File: src/rtl/dbg_exit_pkg.sv
package dbg_exit_pkg;
  typedef enum logic [1:0] {
    ST_RUN  = 2'd0,
    ST_DBG  = 2'd1,
    ST_PEND = 2'd2
  } exit_st_t;

  // A closing pair: previous load at system speed, latest load a plain branch.
  function automatic logic closing_pair(input logic prev_sys, input logic cur_sys);
    return prev_sys & ~cur_sys;
  endfunction
endpackage

File: src/rtl/dbg_tap_decode.sv
module dbg_tap_decode #(
  parameter int TAP_W = 4,
  parameter int IR_W  = 4,
  parameter logic [TAP_W-1:0] IDLE_CODE    = 4'hC,
  parameter logic [IR_W-1:0]  RESTART_CODE = 4'h4
) (
  input  logic [TAP_W-1:0] tap_state,
  input  logic [IR_W-1:0]  tap_ir,
  output logic             at_idle,
  output logic             restart_sel
);
  function automatic logic code_hit_ir(input logic [IR_W-1:0] v, input logic [IR_W-1:0] c);
    return (v == c);
  endfunction

  function automatic logic code_hit_tap(input logic [TAP_W-1:0] v, input logic [TAP_W-1:0] c);
    return (v == c);
  endfunction

  assign at_idle     = code_hit_tap(tap_state, IDLE_CODE);
  assign restart_sel = code_hit_ir(tap_ir, RESTART_CODE);
endmodule

File: src/rtl/dbg_load_hist.sv
module dbg_load_hist
  import dbg_exit_pkg::*;
(
  input  logic clk,
  input  logic rst,
  input  logic running,
  input  logic cap_en,
  input  logic sys_bit,
  output logic resync_en,
  output logic exit_ready
);
  logic prev_sys;

  always_ff @(posedge clk) begin
    if (rst || running) begin
      prev_sys   <= 1'b0;
      resync_en  <= 1'b0;
      exit_ready <= 1'b0;
    end else if (cap_en) begin
      prev_sys   <= sys_bit;
      resync_en  <= sys_bit;
      exit_ready <= closing_pair(prev_sys, sys_bit);
    end
  end

  // a system-speed capture shows on the flag after the edge
  p_flag_follows_r3: assert property (@(posedge clk) disable iff (rst)
    (cap_en && sys_bit && !running) |=> resync_en);

  // readiness implies the latest load was not at system speed
  p_ready_low_last_r4: assert property (@(posedge clk) disable iff (rst)
    exit_ready |-> !resync_en);
endmodule

File: src/rtl/dbg_exit_fsm.sv
module dbg_exit_fsm
  import dbg_exit_pkg::*;
(
  input  logic     clk,
  input  logic     rst,
  input  logic     dbg_req,
  input  logic     restart_sel,
  input  logic     at_idle,
  input  logic     exit_ready,
  output exit_st_t st,
  output logic     dbg_ack,
  output logic     resume_pulse
);
  exit_st_t st_nxt;
  logic     go_resume;
  logic     go_pend;

  assign go_pend      = (st == ST_DBG) && restart_sel && exit_ready;
  assign go_resume    = (st == ST_PEND) && at_idle;
  assign resume_pulse = go_resume;

  always_comb begin
    st_nxt = st;
    unique case (st)
      ST_RUN:  if (dbg_req)   st_nxt = ST_DBG;
      ST_DBG:  if (go_pend)   st_nxt = ST_PEND;
      ST_PEND: if (go_resume) st_nxt = ST_RUN;
      default: st_nxt = ST_RUN;
    endcase
  end

  always_ff @(posedge clk) begin
    if (rst) begin
      st      <= ST_RUN;
      dbg_ack <= 1'b0;
    end else begin
      st      <= st_nxt;
      dbg_ack <= (st_nxt != ST_RUN);
    end
  end

  // reset leaves acknowledge low
  p_ack_reset_r1: assert property (@(posedge clk) rst |=> !dbg_ack);
  // a halt request from running raises acknowledge
  p_req_sets_ack_r2: assert property (@(posedge clk) disable iff (rst)
    (!dbg_ack && dbg_req) |=> dbg_ack);
  // pending without idle keeps the core halted
  p_pend_hold_r5: assert property (@(posedge clk) disable iff (rst)
    (st == ST_PEND && !at_idle) |=> (dbg_ack && st == ST_PEND));
  // pulse lasts one cycle and drops acknowledge
  p_resume_one_r6: assert property (@(posedge clk) disable iff (rst)
    resume_pulse |=> !resume_pulse);
  p_ack_drop_r6: assert property (@(posedge clk) disable iff (rst)
    resume_pulse |=> !dbg_ack);
endmodule

File: src/rtl/dbg_exit_seq.sv
module dbg_exit_seq
  import dbg_exit_pkg::*;
#(
  parameter int TAP_W = 4,
  parameter int IR_W  = 4,
  parameter logic [TAP_W-1:0] IDLE_CODE    = 4'hC,
  parameter logic [IR_W-1:0]  RESTART_CODE = 4'h4
) (
  input  logic             clk,
  input  logic             rst,
  input  logic             dbg_req,
  input  logic [TAP_W-1:0] tap_state,
  input  logic [IR_W-1:0]  tap_ir,
  input  logic             scan_cap,
  input  logic             scan_sys_bit,
  output logic             dbg_ack,
  output logic             resume_pulse,
  output logic             resync_en
);
  exit_st_t st;
  logic     at_idle;
  logic     restart_sel;
  logic     exit_ready;
  logic     cap_en;
  logic     running;

  assign running = (st == ST_RUN);
  assign cap_en  = scan_cap && (st == ST_DBG);

  dbg_tap_decode #(
    .TAP_W(TAP_W), .IR_W(IR_W),
    .IDLE_CODE(IDLE_CODE), .RESTART_CODE(RESTART_CODE)
  ) u_dec (
    .tap_state(tap_state), .tap_ir(tap_ir),
    .at_idle(at_idle), .restart_sel(restart_sel)
  );

  dbg_load_hist u_hist (
    .clk(clk), .rst(rst), .running(running), .cap_en(cap_en),
    .sys_bit(scan_sys_bit), .resync_en(resync_en), .exit_ready(exit_ready)
  );

  dbg_exit_fsm u_fsm (
    .clk(clk), .rst(rst), .dbg_req(dbg_req), .restart_sel(restart_sel),
    .at_idle(at_idle), .exit_ready(exit_ready), .st(st),
    .dbg_ack(dbg_ack), .resume_pulse(resume_pulse)
  );

  // no resume while the core runs
  p_no_resume_running_r7: assert property (@(posedge clk) disable iff (rst)
    !dbg_ack |-> !resume_pulse);
  // flag reads low while running
  p_flag_low_running_r3: assert property (@(posedge clk) disable iff (rst)
    (!dbg_ack && !$past(dbg_ack) && !$past(rst)) |-> !resync_en);
endmodule

File: config.mk
export PLATFORM = sky130hd
export DESIGN_NAME = dbg_exit_seq
export DESIGN_NICKNAME = d
export VERILOG_FILES = /design/src/rtl/dbg_exit_pkg.sv /design/src/rtl/dbg_tap_decode.sv /design/src/rtl/dbg_load_hist.sv /design/src/rtl/dbg_exit_fsm.sv /design/src/rtl/dbg_exit_seq.sv
export SDC_FILE = /design/constraint.sdc
export NUM_CORES = 1
export LEC_CHECK = 0
export BUFFER_PORTS_ARGS = -buffer_cell sky130_fd_sc_hd__buf_2
export CORE_AREA = 2 2 39 41
export CTS_BUF_LIST = sky130_fd_sc_hd__clkbuf_8
export DETAILED_ROUTE_END_ITERATION = 10
export DIE_AREA = 0 0 41 43
export MAX_ROUTING_LAYER = met4
export SLEW_MARGIN = 10
export SYNTH_ARGS = -nofsm -noshare
export SYNTH_HDL_FRONTEND = slang
export SYNTH_SLANG_ARGS = --single-unit
File: constraint.sdc
create_clock -name clk -period 0.9 [get_ports clk]
set_input_delay 0 -clock clk [delete_from_list [all_inputs] [get_ports clk]]
set_output_delay 0 -clock clk [all_outputs]
set_load 0.03 [all_outputs]
==> results of run 1 <==
==> routing by layer <==
metal	vias up	share of wire, %	GRT usage [%]
met5	-	0	-
li1	129	-	-
met1	109	41	9.936
met3	0	11	3.141
met2	14	48	10.63
met4	0	0	12.00
==> synthesized netlist by cell type <==
cell type | n | area share, %
and2b_1 | 1 | 3.4
o21bai_1 | 1 | 3.4
nand4b_1 | 1 | 4.0
o21ai_0 | 2 | 4.6
a311oi_1 | 1 | 4.0
nand3_1 | 2 | 4.6
nor2b_1 | 2 | 5.7
nand3b_1 | 1 | 3.4
dfxtp_1 | 5 | 46
nor3b_1 | 2 | 6.9
nand4bb_1 | 1 | 5.1
a21oi_1 | 4 | 9.1
==> cells in the final DEF (no fill, tap or decap), drive strengths merged <==
cell and instances:
nand4bb 1, buf 16, inv 1, and2b 1, a311oi 1, nand3 2
dfxtp 5, nand4b 1, clkbuf 3, a21oi 4, dlygate4sd3 1, nand3b 1
nor3b 2, o21ai 2, o21bai 1, nor2b 2
==> power groups by stage <==
| stage | logic (uW) | registers, uW | clock network, uW |
|---|---|---|---|
| 6_report | 71.6 | 233 | 398 |
| 2_1_floorplan | 18.3 | 248 | 0 |
| 3_5_place_dp | 62.5 | 240 | 0 |
| 3_3_place_gp | 62.5 | 240 | 0 |
| 5_1_grt | 78.4 | 235 | 436 |
| 4_1_cts | 66.9 | 237 | 415 |
==> what timing repair did <==
item	CTS	global route
pin swaps	1	5
gates resized for setup	4	7
setup endpoints to repair	3	4
hold buffers	1	0
hold endpoints to repair	2	0
==> stage by stage <==
step           cell area, um2  instances  total power, uW  setup WS (ns)  util [%]
2_1_floorplan           224.0         23            265.9        0.07840         -
3_3_place_gp            326.6         55            302.7       -0.06019     23.60
3_5_place_dp            326.6         55            302.5       -0.02259     23.60
4_1_cts                 391.6         60            718.8       -0.02175     28.30
5_1_grt                 415.4         60            749.8       -0.05228     30.02
6_report                415.4         60            703.0      -0.004319     30.02
==> area by class of cell <==
class	count	area, um2
clock buffer	3	41.29
clock inverter	1	3.754
fill	152	968.4
multi-input combinational	18	147.6
sequential	5	107.6
tap	16	20.02
timing repair buffer	17	95.09
==> sequential cells by signal, summed over array words and instances (netlist names) <==
name and cells:
u_fsm.st 2, u_fsm.dbg_ack 1, u_hist.exit_ready 1, u_hist.resync_en 1
==> kinds of logic after synthesis <==
logic type	synth area share [%]
simple gates	33.14
flops	45.72
compound gates	21.15
==> tightest hold or removal path: cells and delay by family <==
kind / cells / cell delay, ns
buffers and inverters: 1 / 0.10
and+or+nand+nor: 1 / 0.06
AOI/OAI and AO/OA: 1 / 0.05
==> worst paths after layout <==
| kind | endpoint | slack (ns) |
|---|---|---|
| hold / removal | u_hist.resync_en | 0.05 |
| setup reg to reg | u_hist.exit_ready | 0.02 |
| setup / recovery | resume_pulse | -0.004 |
| hold reg to reg | u_fsm.st[0] | 0.48 |
==> flow_summary.json, run 1 <==
{
  "finalSetupTns_ns": -0.004319,
  "rsz0062_at_grt": "yes",
  "place.gp.congestion": 0.8010,
  "violations": "negative setup slack",
  "clock_sinks": 5,
  "r2r_start": "u_fsm.st[1]",
  "fp.dieW_um": 41,
  "r2r_cells": 3,
  "p_leak_uw": 0.0001718,
  "area_growth_pct": 89.71,
  "fin_skew_ns": 0.001600,
  "synth_warnings": 0,
  "holdPathStages": 3,
  "critPathBufInv": 1,
  "grt_max_degree": 7,
  "totalWireLength_um": 595,
  "holdWs_ns": 0.04684,
  "antenna_cells": 0,
  "end_kind": "output pin",
  "worstPathArrival_ns": 0.90,
  "syn_inst": 23,
  "place.port_buffers": 15,
  "drt_pre_antenna_iters": 1,
  "avgViaCountPerCell": 4.200,
  "worst_path_max_delay_cell": "dfxtp_4",
  "cp-startpoint": "u_fsm.st[1]",
  "cts.clk_slew.worst_paths_ns": 0.03,
  "p_int_uw": 556.3,
  "min_from": "scan_sys_bit",
  "start_util_pct": 15.82,
  "timing.hold.worst.class": "in2reg",
  "finalSetupViolCount": 1,
  "p_seq_share_pct": 33.2,
  "synth_cell_type_count": 12,
  "p_per_area_nw_per_um2": 1692,
  "cts-root-buf": "clkbuf_8",
  "crit_family": "flip-flops",
  "finalHoldViolations": 0,
  "clk_latency_ns": 0.22,
  "grt-ovfl-total": 0,
  "period_share_pct": 100.5,
  "ant_nets": 0,
  "slew_headroom_pct": 86.15,
  "drive_gt1_share_pct": 61.36,
  "nets": 58,
  "cp_data_required_time_ns": 0.90,
  "worstSetupPathType": "reg2out",
  "grt_use_total_pct": 9.147,
  "yosysSeqAreaShare_pct": 45.71,
  "cp-start-kind": "flop",
  "row_count": 14,
  "path_depth": 2,
  "slew_viol_final": 0,
  "fmax_mhz": 1106,
  "post-cts-setup-buffers": 0,
  "syn-mean-instance-area_um2": 9.520,
  "cts_inserted_buffers": 3,
  "core-area_um2": 1384,
  "finalWorstSetupSlack_ns": -0.004319,
  "vias": 252,
  "ys_ff_latch": 5,
  "status": "finished, violations left",
  "grt_pass1_wl_um": 952,
  "drc_errors": 0,
  "critPathMaxFanout": 6,
  "tightest_slew_ns": 0.2073,
  "cts_max_path_buffers": 2,
  "power.switching_uw": 146.8,
  "fin_crit_ns": 0.9043,
  "syn_nets": 36,
  "wl_per_cell_um": 9.917,
  "switching_share_pct": 20.87,
  "first_iter_violations": 0,
  "cap_violations": 0,
  "htree_levels": 1,
  "pwr-share-comb_pct": 10.2,
  "die_height_um": 43,
  "grt_pass1_vias": 247,
  "vdd_ir_drop_max_v": 0.0005588,
  "die_area_um2": 1763,
  "path_cells": "nor3b_2 -> buf_4",
  "antenna_found_initial": 0,
  "syn_area_um2": 219.0,
  "cts_tree": "done",
  "max_stage_delay_ns": 0.35,
  "num_io_pins": 16,
  "clockPowerShare_pct": 56.7
}
Power figures use the tool's default switching activity.
==> run 2: changes to the inputs <==
Settings changed: ABC_AREA from default to 1.
==> flow_summary.json, run 2 <==
{
  "wl_per_cell_um": 7.568,
  "finalHoldViolations": 0,
  "syn_nets": 51,
  "regMostFlops": "u_fsm.st",
  "die_height_um": 43,
  "grt-ovfl-total": 0,
  "fin_util_pct": 30.56,
  "final_common_cell": "buf_2",
  "vdd_ir_drop_max_v": 0.0006845,
  "p_int_uw": 564.3,
  "timing.hold.worst.class": "in2reg",
  "pre_cts_ws_ns": -0.02505,
  "r2r_cells": 3,
  "status": "finished, violations left",
  "end_kind": "output pin",
  "worstSetupPathType": "reg2out",
  "place.port_buffers": 15,
  "max_stage_delay_ns": 0.34,
  "num_io_pins": 16,
  "pwr-share-comb_pct": 10.7,
  "power.switching_uw": 158.0,
  "met2_usage_pct": 10.31,
  "area_growth_pct": 72.45,
  "cp-start-kind": "flop",
  "p_leak_uw": 0.0002265,
  "finalWorstSetupSlack_ns": -0.01551,
  "vias": 291,
  "finalSetupViolCount": 1,
  "avgViaCountPerCell": 3.932,
  "drive_gt1_share_pct": 50.00,
  "fp.dieW_um": 41,
  "cts_hold_buf": 0,
  "fmax_mhz": 1092,
  "synth_cell_type_count": 12,
  "clock_sinks": 5,
  "clk_latency_ns": 0.22,
  "nets": 72,
  "syn-mean-instance-area_um2": 6.454,
  "worst_path_max_delay_cell": "dfxtp_2",
  "slew_viol_final": 0,
  "yosysMostFrequentCell": "nand2_1",
  "violations": "negative setup slack",
  "clockPowerShare_pct": 55.9,
  "cts_inserted_buffers": 3,
  "synth.top_cell.area_share_pct": 40.82,
  "antenna_cells": 0,
  "switching_share_pct": 21.87,
  "holdPathStages": 4,
  "cap_violations": 0,
  "grt_pass1_wl_um": 800,
  "path_cells": "nor3_2 -> buf_4",
  "multi_input_area_um2": 140.1,
  "fin_crit_ns": 0.9155,
  "ant_nets": 0,
  "cts-root-buf": "clkbuf_8",
  "antenna_found_initial": 0,
  "worstPathArrival_ns": 0.92,
  "p_seq_share_pct": 33.3,
  "first_iter_violations": 2,
  "period_share_pct": 101.7,
  "row_count": 14,
  "critPathMaxFanout": 6,
  "dpl_cell_area_um2": 352.8,
  "busiest_layer": "met2",
  "met1_usage_pct": 7.051,
  "timing.reg2reg.setup_slack_ns": 0.05,
  "drt_pre_antenna_iters": 2,
  "grt_max_degree": 7,
  "fin_skew_ns": 0.002045,
  "die_area_um2": 1763,
  "drc_errors": 0,
  "cp_data_required_time_ns": 0.90,
  "fillers": 159,
  "synth.area.top_cells": "dfxtp_1 41%, nand2_1 20%, inv_1 11%",
  "final-seq-area_um2": 103.9,
  "grt_use_total_pct": 7.503,
  "grt_use_met3_pct": 3.141,
  "yosysSeqAreaShare_pct": 40.82,
  "cts_max_path_buffers": 2,
  "cts.clk_slew.worst_paths_ns": 0.04,
  "slew_headroom_pct": 84.63,
  "synth_warnings": 0,
  "grt_pass1_vias": 246,
  "core-area_um2": 1384,
  "synth_top_area_cell": "dfxtp_1",
  "synth_edf_count": 0,
  "ys_async_sr_fraction_pct": 0,
  "htree_levels": 1,
  "ys_ff_latch": 5,
  "p_per_area_nw_per_um2": 1708,
  "totalWireLength_um": 560,
  "tightest_slew_ns": 0.2282,
  "syn_area_um2": 245.2,
  "syn_inst": 38,
  "p_total_uw": 722.3,
  "synth_flop_cell": "dfxtp_1",
  "start_util_pct": 17.72,
  "largest_register_ffs": 2,
  "synthTopCellsByCount": "13 x nand2_1, 7 x inv_1, 5 x dfxtp_1, 5 x nor2_1",
  "rsz0062_at_grt": "yes",
  "cts_tree": "done",
  "place.gp.congestion": 0.7768,
  "final_cell_mix": "14 x buf_2, 11 x nand2_1, 7 x inv_1, 5 x nor2_1",
  "final_area_um2": 422.9
}
[run 2: critical path: cells and delay by family, from the launching register on]
family / cells / cell delay [ns]
buf+inv: 1 / 0.18
simple gates: 1 / 0.17
flops: 1 / 0.34
[run 2: cell families after synthesis]
family	share of synthesized area, %
AO/OA/AOI/OAI	10.20
buffers and inverters	10.72
flip-flops	40.82
AND/OR/NAND/NOR	38.27
[run 2: power by group through the flow]
stage	logic, uW	registers, uW	clock network (uW)
after global routing	88.4	242	420
after floorplan	27.5	251	0
final	77.6	241	404
after global placement	71.1	241	0
after CTS	72.2	240	411
after detailed placement	71.7	243	0
[run 2: layout make-up]
cell class              instances  area share [%]
inverters                       7           6.805
well taps                      16           4.734
clock inverters                 1          0.8876
repair buffers                 16           20.12
clock buffers                   3           9.763
multi-input cells              26           33.14
flip-flops and latches          5           24.56
[run 2: worst paths after layout]
check | from | endpoint
setup reg to reg | u_fsm.st[1] | u_hist.resync_en
hold reg to reg | u_hist.resync_en | u_hist.exit_ready
setup / recovery | u_fsm.st[0] | resume_pulse
hold / removal | scan_sys_bit | u_hist.exit_ready
[run 2: what timing repair did]
action                     in CTS  in global routing
cloned                          0                  0
resized for setup               4                  5
pin swaps                       1                  3
setup buffers                   0                  0
setup endpoints to repair       6                  6
[run 2: through the flow]
stage / hold slack (ns) / std cells / setup TNS [ns]
2_1_floorplan: 0.1649 / 38 / 0
3_3_place_gp: 0.2731 / 70 / 0
3_5_place_dp: 0.2824 / 70 / -0.06800
4_1_cts: 0.04883 / 74 / -0.02131
5_1_grt: 0.08809 / 74 / -0.1339
6_report: 0.04068 / 74 / -0.01551
[run 2: metal layers]
layer / vias to the layer above / part of all wire, %
li1: 154 / -
met1: 123 / 42
met2: 12 / 46
met3: 2 / 9.5
met4: 0 / 2.9
met5: - / 0
